$ cat config.mk
export PLATFORM = sky130hd
export DESIGN_NAME = fxp_requant
export DESIGN_NICKNAME = d
export VERILOG_FILES = /design/src/rtl/fxp_requant_pkg.sv /design/src/rtl/fxp_align_round.sv /design/src/rtl/fxp_saturate.sv /design/src/rtl/fxp_requant.sv
export SDC_FILE = /design/constraint.sdc
export NUM_CORES = 1
export LEC_CHECK = 0
export ABC_AREA = 1
export ABC_CLOCK_PERIOD_IN_PS = 4700
export BUFFER_PORTS_ARGS = -buffer_cell sky130_fd_sc_hd__clkbuf_2
export CORE_MARGIN = 3
export CORE_UTILIZATION = 39
export DETAILED_ROUTE_END_ITERATION = 8
export PLACE_DENSITY = 0.65
export SLEW_MARGIN = 20
export SYNTH_ARGS = -nofsm -noshare
export SYNTH_HDL_FRONTEND = slang
export SYNTH_SLANG_ARGS = --single-unit
export TNS_END_PERCENT = 20
$ cat constraint.sdc
create_clock -name clk -period 4.7 [get_ports clk]
set_input_delay 0.705 -clock clk [delete_from_list [all_inputs] [get_ports clk]]
set_output_delay 0.705 -clock clk [all_outputs]
set_load 0.02 [all_outputs]
$ cat src/rtl/fxp_requant_pkg.sv
package fxp_requant_pkg;

   typedef enum logic [1:0] {
      RQ_FLOOR     = 2'b00,
      RQ_CEIL      = 2'b01,
      RQ_HALF_UP   = 2'b10,
      RQ_HALF_EVEN = 2'b11
   } rq_mode_e;

   function automatic int rq_max(input int a, input int b);
      return (a > b) ? a : b;
   endfunction

endpackage

$ cat src/rtl/fxp_align_round.sv
// Aligns the input binary point to the output one and applies the rounding
// increment. Result is a wide signed value, not yet range-limited.
module fxp_align_round
   import fxp_requant_pkg::*;
#(
   parameter int IN_W     = 16,
   parameter int IN_FRAC  = 8,
   parameter int OUT_FRAC = 4,
   parameter bit SIGNED   = 1'b1,
   parameter int WIDE     = 20
) (
   input  logic [IN_W-1:0]        in_data,
   input  rq_mode_e               mode,
   output logic signed [WIDE-1:0] value
);
   localparam int DROP = (IN_FRAC > OUT_FRAC) ? IN_FRAC - OUT_FRAC : 0;
   localparam int PAD  = (OUT_FRAC > IN_FRAC) ? OUT_FRAC - IN_FRAC : 0;

   logic signed [WIDE-1:0] ext;

   generate
      if (SIGNED) begin : g_sext
         assign ext = WIDE'($signed(in_data));
      end else begin : g_zext
         assign ext = WIDE'($unsigned(in_data));
      end

      if (DROP > 0) begin : g_round
         localparam logic [DROP-1:0] LOW_MASK = {DROP{1'b1}} >> 1;
         logic [DROP-1:0]        lost;
         logic signed [WIDE-1:0] kept;
         logic                   guard_bit;
         logic                   sticky_bit;
         logic                   inc;

         assign lost       = in_data[DROP-1:0];
         assign kept       = ext >>> DROP;
         assign guard_bit  = lost[DROP-1];
         assign sticky_bit = |(lost & LOW_MASK);

         always_comb begin
            unique case (mode)
               RQ_FLOOR:     inc = 1'b0;
               RQ_CEIL:      inc = guard_bit | sticky_bit;
               RQ_HALF_UP:   inc = guard_bit;
               RQ_HALF_EVEN: inc = guard_bit & (sticky_bit | kept[0]);
               default:      inc = 1'b0;
            endcase
         end

         assign value = kept + WIDE'(inc);
      end else begin : g_widen
         logic unused_mode;
         assign unused_mode = ^mode;
         assign value = ext <<< PAD;
      end
   endgenerate

endmodule

$ cat src/rtl/fxp_saturate.sv
// Clamps the wide aligned value into the output code range.
module fxp_saturate #(
   parameter int WIDE   = 20,
   parameter int OUT_W  = 10,
   parameter bit SIGNED = 1'b1
) (
   input  logic signed [WIDE-1:0] value,
   output logic [OUT_W-1:0]       code,
   output logic                   ovf
);
   localparam longint HI_L = SIGNED ? (longint'(1) << (OUT_W - 1)) - 1
                                    : (longint'(1) << OUT_W) - 1;
   localparam longint LO_L = SIGNED ? -(longint'(1) << (OUT_W - 1)) : 0;
   localparam logic signed [WIDE-1:0] HI = WIDE'(HI_L);
   localparam logic signed [WIDE-1:0] LO = WIDE'(LO_L);

   always_comb begin
      if (value > HI) begin
         code = HI[OUT_W-1:0];
         ovf  = 1'b1;
      end else if (value < LO) begin
         code = LO[OUT_W-1:0];
         ovf  = 1'b1;
      end else begin
         code = value[OUT_W-1:0];
         ovf  = 1'b0;
      end
   end

endmodule

$ cat src/rtl/fxp_requant.sv
module fxp_requant
   import fxp_requant_pkg::*;
#(
   parameter int IN_W       = 16,
   parameter int IN_FRAC    = 8,
   parameter int OUT_W      = 10,
   parameter int OUT_FRAC   = 4,
   parameter bit SIGNED     = 1'b1,
   parameter bit REGISTERED = 1'b1
) (
   input  logic              clk,
   input  logic              rst,
   input  logic              in_valid,
   input  logic [IN_W-1:0]   in_data,
   input  logic [1:0]        mode,
   output logic              out_valid,
   output logic [OUT_W-1:0]  out_data,
   output logic              out_ovf
);
   localparam int PAD  = (OUT_FRAC > IN_FRAC) ? OUT_FRAC - IN_FRAC : 0;
   localparam int WIDE = rq_max(IN_W + PAD + 2, OUT_W + 2);

   generate
      if (OUT_W < 2 || IN_W < 2) begin : g_bad_width
         $error("fxp_requant: widths must be at least 2");
      end
      if (IN_FRAC < 0 || OUT_FRAC < 0 || IN_FRAC > IN_W || OUT_FRAC > OUT_W) begin : g_bad_frac
         $error("fxp_requant: fraction count outside 0..width");
      end
      if (WIDE > 64) begin : g_bad_wide
         $error("fxp_requant: internal width above 64 bits");
      end
   endgenerate

   rq_mode_e               mode_q;
   logic signed [WIDE-1:0] aligned;
   logic [OUT_W-1:0]       sat_code;
   logic                   sat_ovf;

   assign mode_q = rq_mode_e'(mode);

   fxp_align_round #(
      .IN_W(IN_W), .IN_FRAC(IN_FRAC), .OUT_FRAC(OUT_FRAC),
      .SIGNED(SIGNED), .WIDE(WIDE)
   ) u_align (
      .in_data(in_data),
      .mode(mode_q),
      .value(aligned)
   );

   fxp_saturate #(
      .WIDE(WIDE), .OUT_W(OUT_W), .SIGNED(SIGNED)
   ) u_sat (
      .value(aligned),
      .code(sat_code),
      .ovf(sat_ovf)
   );

   generate
      if (REGISTERED) begin : g_reg
         always_ff @(posedge clk) begin
            if (rst) begin
               out_valid <= 1'b0;
               out_data  <= '0;
               out_ovf   <= 1'b0;
            end else begin
               out_valid <= in_valid;
               if (in_valid) begin
                  out_data <= sat_code;
                  out_ovf  <= sat_ovf;
               end
            end
         end
      end else begin : g_comb
         logic unused_ctl;
         assign unused_ctl = clk ^ rst;
         assign out_valid  = in_valid;
         assign out_data   = sat_code;
         assign out_ovf    = sat_ovf;
      end
   endgenerate

endmodule

==> results.yml, run 1 <==
sta:
  finalHoldWorstSlack_ps: 468
  hold_violations: 0
  setup_viol: 0
  max_freq_mhz: 456
  slew_viol_final: 0
  fin_ws_ps: 2510
  period_share_pct: 46.7
  fin_skew_ps: 0
  worst_slew_pin_slew_ps: 275
  fin_setup_tns_ps: 0
  rsz0062_at_grt: "false"
  slew-limit-headroom_pct: 81.7
  period_minus_slack_ps: 2190
floorplan:
  num_rows: 16
  die_h_um: 54.1
  die-area_mm2: 0.00293
  start_util_pct: 43.3
  ioPinCount: 33
  die_w_um: 54.1
  core-area_mm2: 0.00208
grt:
  grt_max_degree: 15
  antenna_found_initial: 0
  grt_pass1_wl_um: 3470
  overflow: 0
  track_usage_pct: 15.8
  grt_pass1_vias: 911
clock_tree:
  cts_buffers: 3
  clkLatencyLatePin_ps: 260
  tritoncts: "built"
  cts_sinks: 12
  clockRootBuffer: "clkbuf_4"
  post-cts-setup-buffers: 0
  holdBufCountCts: 0
  cts-resized-gates: 0
  cts.htree.levels: 1
  cts.path.max_buffers: 2
  cts.clk_slew.worst_paths_ps: 70
synth:
  synth_nets: 154
  syn_area_per_cell_um2: 6.94
  synthesis.area_um2: 902
  yosysSeqAreaShare_pct: 26.6
  ys_types: 25
  yosys_warnings: 0
  synth_cells: 130
  ys_ff_latch: 12
final_layout:
  layout_commonest_cell: "clkbuf_2"
  final_cell_mix: "clkbuf_2 (32), nor2_1 (23), nand2_1 (22)"
  drive_gt1_share_pct: 31.9
  syn2layout_area_growth_pct: 22.3
  fin_cells: 190
  fillCellCount: 231
  ff_latch_area_um2: 240
  multiInputGateArea_um2: 594
  diodes: 0
  fin_nets: 189
power_and_ir_drop:
  p_leak_nw: 0.587
  power_density_mw_per_mm2: 224
  fin_total_pwr_mw: 0.247
  seqPwrFrac_pct: 45.7
  switching_share_pct: 32.6
  p_int_mw: 0.167
  clkPwrFrac_pct: 24.5
  comb_power_share_pct: 29.8
  ir_worst_vdd_mv: 0.233
  power.switching_mw: 0.0805
setup_path:
  cp_cell_sequence: "clkbuf_2 -> nand2_1 -> o21ai_0 -> a21oi_1 -> ha_1 -> ha_1 -> nand2_2 -> nor2_4 -> nand4_2 -> nand2_1 -> nand3_2 -> nand2_2 -> nand2_4 -> nor2_1 -> nor2_1"
  cp-end-kind: "flop"
  r2r_cells: 2
  start_kind: "input pin"
  r2r_slack_ps: 4060
  worstReg2RegStart: "out_data[8]"
  worst-path-max-fanout: 9
  worstPathRequired_ps: 4860
  cp.arrival_ps: 2350
  r2r-end: "out_data[8]"
  cpMaxStageDelayCell: "a21oi_1"
  crit_path_max_incr_delay_ps: 180
  path_class: "in2reg"
placement:
  port_buffers: 32
  preCtsSetupSlack_ps: 2190
  hpwl_um: 1610
  place_inst: 187
  finalWeightedCongestion: 0.861
worst_hold_path:
  min_path_type: "reg2reg"
  holdCritStartpoint: "out_data[9]"
  min_to: "out_data[9]"
  holdPathStages: 2
route:
  viasPerCell: 4.78
  ant_nets: 0
  drtIter0Drc: 8
  drt_pass1_iterations: 4
  routedWlPerCell_um: 10.0
  wl_um: 1900
  vias: 909
  drc: 0
outcome:
  status: "finished clean"
flow_run:
  max-cap-violations: 0
## area by class of cell
type                       count  share of cell area (%)
sequential                    12                    21.8
multi-input combinational    102                    53.9
tap                           27                    3.06
clock buffer                   3                    2.04
timing repair buffer          32                    14.5
inverter                      14                    4.76
## power by group through the flow
stage	Combinational (mW)	Sequential (mW)	Clock [mW]
3_5_place_dp	0.0744	0.115	0
3_3_place_gp	0.0731	0.115	0
4_1_cts	0.0747	0.113	0.0622
5_1_grt	0.0845	0.114	0.0682
6_report	0.0737	0.113	0.0604
2_1_floorplan	0.0387	0.125	0
## how the worst max path moves through the flow
stage,start,end,slack [ps],depth (start not counted)
floorplan,mode[1],out_ovf,2500,15
global placement,mode[1],out_data[4],2290,15
detailed placement,mode[1],out_data[4],2190,15
CTS,mode[1],out_data[4],2490,15
global route,mode[1],out_data[4],2240,15
finish,mode[1],out_data[4],2510,15
## critical path, delay by kind of cell
kind	cells	cell delay [ps]
adder cells (fa/ha/maj)	2	360
AND/OR/NAND/NOR	10	940
buffers and inverters	1	100
AO/OA/AOI/OAI	2	250
## per-stage QoR
step | instance area, µm² | utilization [%]
6_report | 1100 | 53.0
5_1_grt | 1100 | 53.0
4_1_cts | 1100 | 53.0
3_5_place_dp | 1080 | 51.9
3_3_place_gp | 1080 | 51.9
2_1_floorplan | 902 | -
## sequential cells by signal, summed over array words and instances, names as in the netlist
signal	cells
out_data	10
out_ovf	1
out_valid	1
## routing by layer
layer	wire length [µm]	vias to the layer above	share of wire, %	track usage (%)
met5	0	-	0	0
met4	31	0	1.6	3.73
met3	109	4	5.7	4.99
met2	935	27	49	27.8
met1	827	390	43	18.5
li1	-	488	-	-
## synth_stat cells, drive strengths merged
master,instances,share of area (%)
ha,3,4.2
xor2,4,3.9
nor2,27,16
mux2i,1,1.1
clkbuf,1,0.42
xnor2,3,2.9
nand3,7,5.8
nand2,29,15
a21oi,9,5.0
buf,1,1.2
a21boi,2,1.7
nand4,5,4.2
nor3,2,1.1
dfxtp,12,27
o21ai,10,5.5
inv,14,5.8
## cells by family after synthesis
logic type               count (synthesis)  share of synthesized area (%)
adder cells (fa/ha/maj)                  3                           4.16
flip-flops                              12                           26.6
multiplexers                             1                           1.11
AO/OA/AOI/OAI                           21                           12.2
XOR/XNOR                                 7                           6.80
AND/OR/NAND/NOR                         70                           41.6
buffers and inverters                   16                           7.49
Note: power is estimated with default switching activity, not from simulation.
==> run 2: changes to the inputs <==
--- a/config.mk
+++ b/config.mk
@@ -6,12 +6,12 @@
 export NUM_CORES = 1
 export LEC_CHECK = 0
 export ABC_AREA = 1
-export ABC_CLOCK_PERIOD_IN_PS = 4700
+export ABC_CLOCK_PERIOD_IN_PS = 2000
 export BUFFER_PORTS_ARGS = -buffer_cell sky130_fd_sc_hd__clkbuf_2
 export CORE_MARGIN = 3
 export CORE_UTILIZATION = 39
 export DETAILED_ROUTE_END_ITERATION = 8
-export PLACE_DENSITY = 0.65
+export PLACE_DENSITY = 0.68
 export SLEW_MARGIN = 20
 export SYNTH_ARGS = -nofsm -noshare
 export SYNTH_HDL_FRONTEND = slang
==> constraint.sdc (replaced) <==
create_clock -name clk -period 2 [get_ports clk]
set_input_delay 0.3 -clock clk [delete_from_list [all_inputs] [get_ports clk]]
set_output_delay 0.3 -clock clk [all_outputs]
set_load 0.02 [all_outputs]
==> run 2 against run 1 <==
Compared with the run above:
- critical path type unchanged
- final area is 2.6% higher
- register-to-register slack worse by 2700 ps
- largest cell class unchanged
- sequential power is 130% higher
- non-clock buffer count is 2 higher
- largest power group unchanged
==> results.yml, run 2 (synthesis results as in run 1) <==
final_layout:
  syn2layout_area_growth_pct: 25.5
  largest_reg_flops: 10
  diodes: 0
  final_util_pct: 54.4
  fillCellCount: 220
  reg_top3: "out_data x10, out_ovf x1, out_valid x1"
  fin_nets: 191
  fin_cells: 193
  drive_gt1_share_pct: 33.1
  layout_commonest_cell: "clkbuf_2"
  top_register: "out_data"
  final_cell_mix: "clkbuf_2 (32), nor2_1 (23), nand2_1 (22)"
sta:
  slew_viol_final: 0
  worst_slew_pin_slew_ps: 253
  period_minus_slack_ps: 1770
  fin_skew_ps: 0
  max_freq_mhz: 565
  slew-limit-headroom_pct: 83.1
  rsz0062_at_grt: "false"
  period_share_pct: 88.4
  setup_viol: 0
  hold_violations: 0
  finalHoldWorstSlack_ps: 235
clock_tree:
  tritoncts: "built"
  cts-resized-gates: 0
  clkLatencyLatePin_ps: 270
  holdBufCountCts: 0
  cts_sinks: 12
  cts.htree.levels: 1
  cts.clk_slew.worst_paths_ps: 80
  post-cts-setup-buffers: 0
  clockRootBuffer: "clkbuf_4"
  cts.path.max_buffers: 2
  cts_buffers: 3
grt:
  grt_pass1_vias: 843
  grt_pass1_wl_um: 3260
  met2_usage_pct: 28.2
  track_usage_pct: 15.0
  antenna_found_initial: 0
  grt_use_met3_pct: 3.88
  grt_max_degree: 15
  overflow: 0
  gr-usage-met1_pct: 16.4
  busiest_layer: "met2"
placement:
  port_buffers: 32
  finalWeightedCongestion: 0.742
  place_inst: 189
  hpwl_um: 1690
route:
  drc: 0
  vias: 943
  drtIter0Drc: 16
  viasPerCell: 4.89
  drt_pass1_iterations: 4
  ant_nets: 0
  routedWlPerCell_um: 10.2
  wl_um: 1970
setup_path:
  cp.arrival_ps: 1930
  path_class: "in2reg"
  crit_path_max_incr_delay_ps: 180
  cp_common_cell: "nand2_1"
  critPathBufInv: 1
  worstReg2RegStart: "out_data[1]"
  worstPathRequired_ps: 2170
  start_kind: "input pin"
  setup.worst_path.start: "mode[1]"
  cp-end-kind: "flop"
  worst-path-max-fanout: 10
  cpMaxStageDelayCell: "a21oi_1"
  crit_family: "simple AND/OR/NAND/NOR gates"
  cp_cell_sequence: "clkbuf_2 -> nand2_1 -> o21ai_0 -> a21oi_1 -> ha_1 -> ha_1 -> nand2_2 -> nor2_4 -> nand3_1 -> nand2_1 -> nand2_1 -> nand3_4 -> a21oi_1 -> nor2_1 -> nor2_1"
worst_hold_path:
  holdCritStartpoint: "rst"
  min_path_type: "in2reg"
power_and_ir_drop:
  power_density_mw_per_mm2: 559
  p_leak_nw: 0.604
  ir_worst_vdd_mv: 0.278
floorplan:
  start_util_pct: 43.3
  core-area_mm2: 0.00208
  num_rows: 16
  die-area_mm2: 0.00293
  die_w_um: 54.1
  ioPinCount: 33
  die_h_um: 54.1
flow_run:
  max-cap-violations: 0
outcome:
  status: "finished clean"
## run 2: cell count changes in the layout (fill, tap and decap cells not counted)
| cell | delta |
|---|---|
| buf_4 | +2 |
| clkbuf_8 | +1 |
## run 2: worst reg2reg max path, stage by stage (launching register included)
cell     delay, ps
dfxtp_1        310
o21ai_0        160
nor2_1          70
## run 2: cell type report
class | instances | area, µm² | share of cell area (%)
clock buffers | 4 | 36.3 | 3.20
inverters | 14 | 52.6 | 4.64
multi-input cells | 102 | 594 | 52.5
flip-flops and latches | 12 | 240 | 21.2
well taps | 27 | 33.8 | 2.98
repair buffers | 34 | 175 | 15.5
## run 2: layer usage
layer	share of wire [%]	wire length, µm	vias up
li1	-	-	493
met1	42	834	417
met2	50	975	31
met3	6.6	130	2
met4	1.3	25	0
met5	0	0	-
## run 2: path summary, 6_finish.rpt
check / endpoint / slack [ps] / cells after the start
max: out_data[7] / 230 / 15
min: out_data[9] / 230 / 2
max reg2reg: out_data[1] / 1350 / 2
min reg2reg: out_data[9] / 470 / 2
## run 2: through the flow
stage | power (mW) | setup TNS (ps) | instance area (µm²) | setup slack [ps]
after CTS | 0.634 | 0 | 1130 | 201
after global routing | 0.667 | 0 | 1130 | 16.1
after detailed placement | 0.449 | -587 | 1100 | -75.8
after floorplan | 0.384 | 0 | 902 | 201
after global placement | 0.444 | -3.28 | 1100 | -3.28
final | 0.633 | 0 | 1130 | 231
## run 2: where the power goes
part           internal (mW)  switching, mW
sequential             0.257        0.00787
clock                  0.111         0.0800
combinational         0.0669          0.110
total                  0.435          0.198
==> run 3: changes to the inputs <==
--- a/config.mk
+++ b/config.mk
@@ -6,14 +6,15 @@
 export NUM_CORES = 1
 export LEC_CHECK = 0
 export ABC_AREA = 1
-export ABC_CLOCK_PERIOD_IN_PS = 2000
+export ABC_CLOCK_PERIOD_IN_PS = 1500
 export BUFFER_PORTS_ARGS = -buffer_cell sky130_fd_sc_hd__clkbuf_2
 export CORE_MARGIN = 3
 export CORE_UTILIZATION = 39
 export DETAILED_ROUTE_END_ITERATION = 8
-export PLACE_DENSITY = 0.68
+export PLACE_DENSITY = 0.67
 export SLEW_MARGIN = 20
 export SYNTH_ARGS = -nofsm -noshare
 export SYNTH_HDL_FRONTEND = slang
+export SYNTH_HIERARCHICAL = 1
 export SYNTH_SLANG_ARGS = --single-unit
 export TNS_END_PERCENT = 20
==> constraint.sdc (replaced) <==
create_clock -name clk -period 1.5 [get_ports clk]
set_input_delay 0.225 -clock clk [delete_from_list [all_inputs] [get_ports clk]]
set_output_delay 0.225 -clock clk [all_outputs]
set_load 0.02 [all_outputs]
==> run 3 against run 2 <==
Compared with the run above:
- the run now ends with negative setup slack left
- register-to-register slack got worse by 410 ps
- first-iteration DRC count grew to 2.5 times the previous value
- largest cell class unchanged
- combinational power grew 84%
==> results.yml, run 3 <==
outcome:
  status: "finished with violations"
  violations: "negative setup slack"
route:
  drtIter0Drc: 40
  drc: 0
  ant_nets: 0
  routedWlPerCell_um: 10.3
  vias: 1226
  wl_um: 2650
  drt_pass1_iterations: 4
  viasPerCell: 4.79
setup_path:
  start_kind: "input pin"
  crit_family: "simple AND/OR/NAND/NOR gates"
  cp_cell_sequence: "buf_6 -> nand3b_1 -> nand2_1 -> a21oi_2 -> ha_2 -> buf_4 -> buf_4 -> nand3_1 -> nand2_1 -> nand2_1 -> nand2_1 -> nor2_2 -> nand2_2 -> nand2_4 -> nand2_1 -> nand2_1 -> inv_1 -> nand2_1 -> nand2_1 -> nor2_1"
  critPathBufInv: 4
  crit_path_max_incr_delay_ps: 200
  cp_common_cell: "nand2_1"
  worstPathRequired_ps: 1700
  worst-path-max-fanout: 5
  cp-end-kind: "flop"
  path_class: "in2reg"
  cp.arrival_ps: 2210
  cpMaxStageDelayCell: "ha_2"
worst_hold_path:
  min_path_type: "in2reg"
clock_tree:
  cts.clk_slew.worst_paths_ps: 60
  cts.path.max_buffers: 2
  clockRootBuffer: "clkbuf_4"
  holdBufCountCts: 0
  cts_buffers: 3
  clkLatencyLatePin_ps: 260
  cts_sinks: 12
  cts.htree.levels: 1
  tritoncts: "built"
final_layout:
  diodes: 0
  largest_reg_flops: 10
  reg_top3: "out_data x10, out_ovf x1, out_valid x1"
  top_register: "out_data"
  final_cell_mix: "nand2_1 (64), nor2_1 (33), clkbuf_2 (29)"
  fillCellCount: 218
  syn2layout_area_growth_pct: 47.6
  fin_nets: 253
  layout_commonest_cell: "nand2_1"
  drive_gt1_share_pct: 35.5
synth:
  synth_nets: 201
  yosys_warnings: 6
  synthTopCellsByArea: "nand2_1 (26%), dfxtp_1 (24%), nor2_1 (15%)"
  yosysTopAreaCellShare_pct: 26.4
  async_flop_share_pct: 0
  yosys.area_share.adder_pct: 2.52
  synthSimpleGateAreaFrac_pct: 49.0
  syn_area_per_cell_um2: 5.58
  synth-compound-area-share_pct: 2.90
  yosysMostFrequentCell: "nand2_1"
  synth_top_family_by_area: "simple AND/OR/NAND/NOR gates"
  yosys.area.top_type: "nand2_1"
  synth_common_cells: "nand2_1 (70), nor2_1 (40), inv_1 (22), dfxtp_1 (12)"
  synth_xor_area_share_pct: 6.17
  ys_types: 20
  synthesis.area_um2: 993
  synth.mux.area_fraction_pct: 0
  yosysSeqAreaShare_pct: 24.2
  ys_ff_latch: 12
  synth-edff-count: 0
  yosys_most_used_dff: "dfxtp_1"
  synth_cells: 178
floorplan:
  num_rows: 17
  die_h_um: 56.5
  ioPinCount: 33
  die_w_um: 56.5
  core-area_mm2: 0.00232
  die-area_mm2: 0.00319
  start_util_pct: 42.8
sta:
  slew-limit-headroom_pct: 73.2
  hold_violations: 0
  worst_slew_pin_slew_ps: 403
  period_share_pct: 134
  fin_skew_ps: 0
  finalHoldWorstSlack_ps: 128
  rsz0062_at_grt: "true"
  period_minus_slack_ps: 2010
  setup_viol: 11
  max_freq_mhz: 497
  slew_viol_final: 0
  fin_ws_ps: -510
power_and_ir_drop:
  p_leak_nw: 0.838
  p_int_mw: 0.574
  power_density_mw_per_mm2: 587
  comb_power_share_pct: 37.8
  ir_worst_vdd_mv: 0.733
  switching_share_pct: 33.3
  seqPwrFrac_pct: 41.0
  clkPwrFrac_pct: 21.1
  power.switching_mw: 0.286
placement:
  hpwl_um: 1810
  preCtsSetupSlack_ps: -759
  port_buffers: 32
  finalWeightedCongestion: 0.815
grt:
  grt_max_degree: 24
  track_usage_pct: 15.7
  grt_pass1_wl_um: 4170
  overflow: 0
  grt_pass1_vias: 1073
  antenna_found_initial: 0
flow_run:
  max-cap-violations: 0
## run 3: final cells by class
cell class / instances / area (µm²) / share of cell area, %
Timing Repair Buffer: 53 / 337 / 23.0
Inverter: 22 / 87.6 / 5.97
Timing Repair inverter: 1 / 6.26 / 0.427
Tap cell: 28 / 35.0 / 2.39
Sequential cell: 12 / 240 / 16.4
Multi-Input combinational cell: 137 / 738 / 50.3
Clock buffer: 3 / 22.5 / 1.54
## run 3: metrics by stage
step	instance area (µm²)	cells	setup TNS, ps	util, %	power, mW
final	1470	256	-4770	63.2	0.861
after global routing	1470	256	-6430	63.2	0.929
after CTS	1370	253	-4120	59.1	0.845
after detailed placement	1260	246	-7840	54.5	0.641
after global placement	1260	246	-6740	54.5	0.637
after floorplan	1020	178	-6100	-	0.539
## run 3: logic make-up after synthesis
family                     count (synthesis)
xor gates and xnor gates                   7
and+or+nand+nor                          123
buffers and inverters                     31
AOI/OAI and AO/OA                          3
adders and majority gates                  2
DFF                                       12
## run 3: what timing repair did
action                                  CTS  global route
gates cloned                              1             2
endpoints found under the setup margin   11            11
resized for setup                        15            21
pin swaps                                 8            22
buffers inserted                          3             1
## run 3: per-layer routing
layer | track usage, % | up-vias | part of all wire (%)
met5 | 0 | - | 0
met4 | 1.69 | 0 | 2.2
met3 | 4.14 | 4 | 5.0
met2 | 28.9 | 38 | 50
met1 | 18.7 | 547 | 43
li1 | - | 637 | -
## run 3: power by group through the flow
stage / registers, mW / clock network (mW) / logic [mW]
after floorplan: 0.391 / 0 / 0.148
after global placement: 0.360 / 0 / 0.277
after detailed placement: 0.361 / 0 / 0.280
after CTS: 0.354 / 0.190 / 0.301
after global routing: 0.357 / 0.208 / 0.364
final: 0.353 / 0.182 / 0.326
## run 3: worst register-to-register path, delay by kind of cell, from the launching register on
family,cells,cell delay [ps]
simple gates,2,140
flops,1,310
## run 3: worst paths after layout
kind	slack, ps	start	end	cells past startpoint
setup / recovery	-510	in_data[4]	out_data[8]	20
hold reg to reg	470	out_data[4]	out_data[4]	2
setup reg to reg	940	out_data[7]	out_data[7]	2
hold / removal	130	rst	out_valid	2
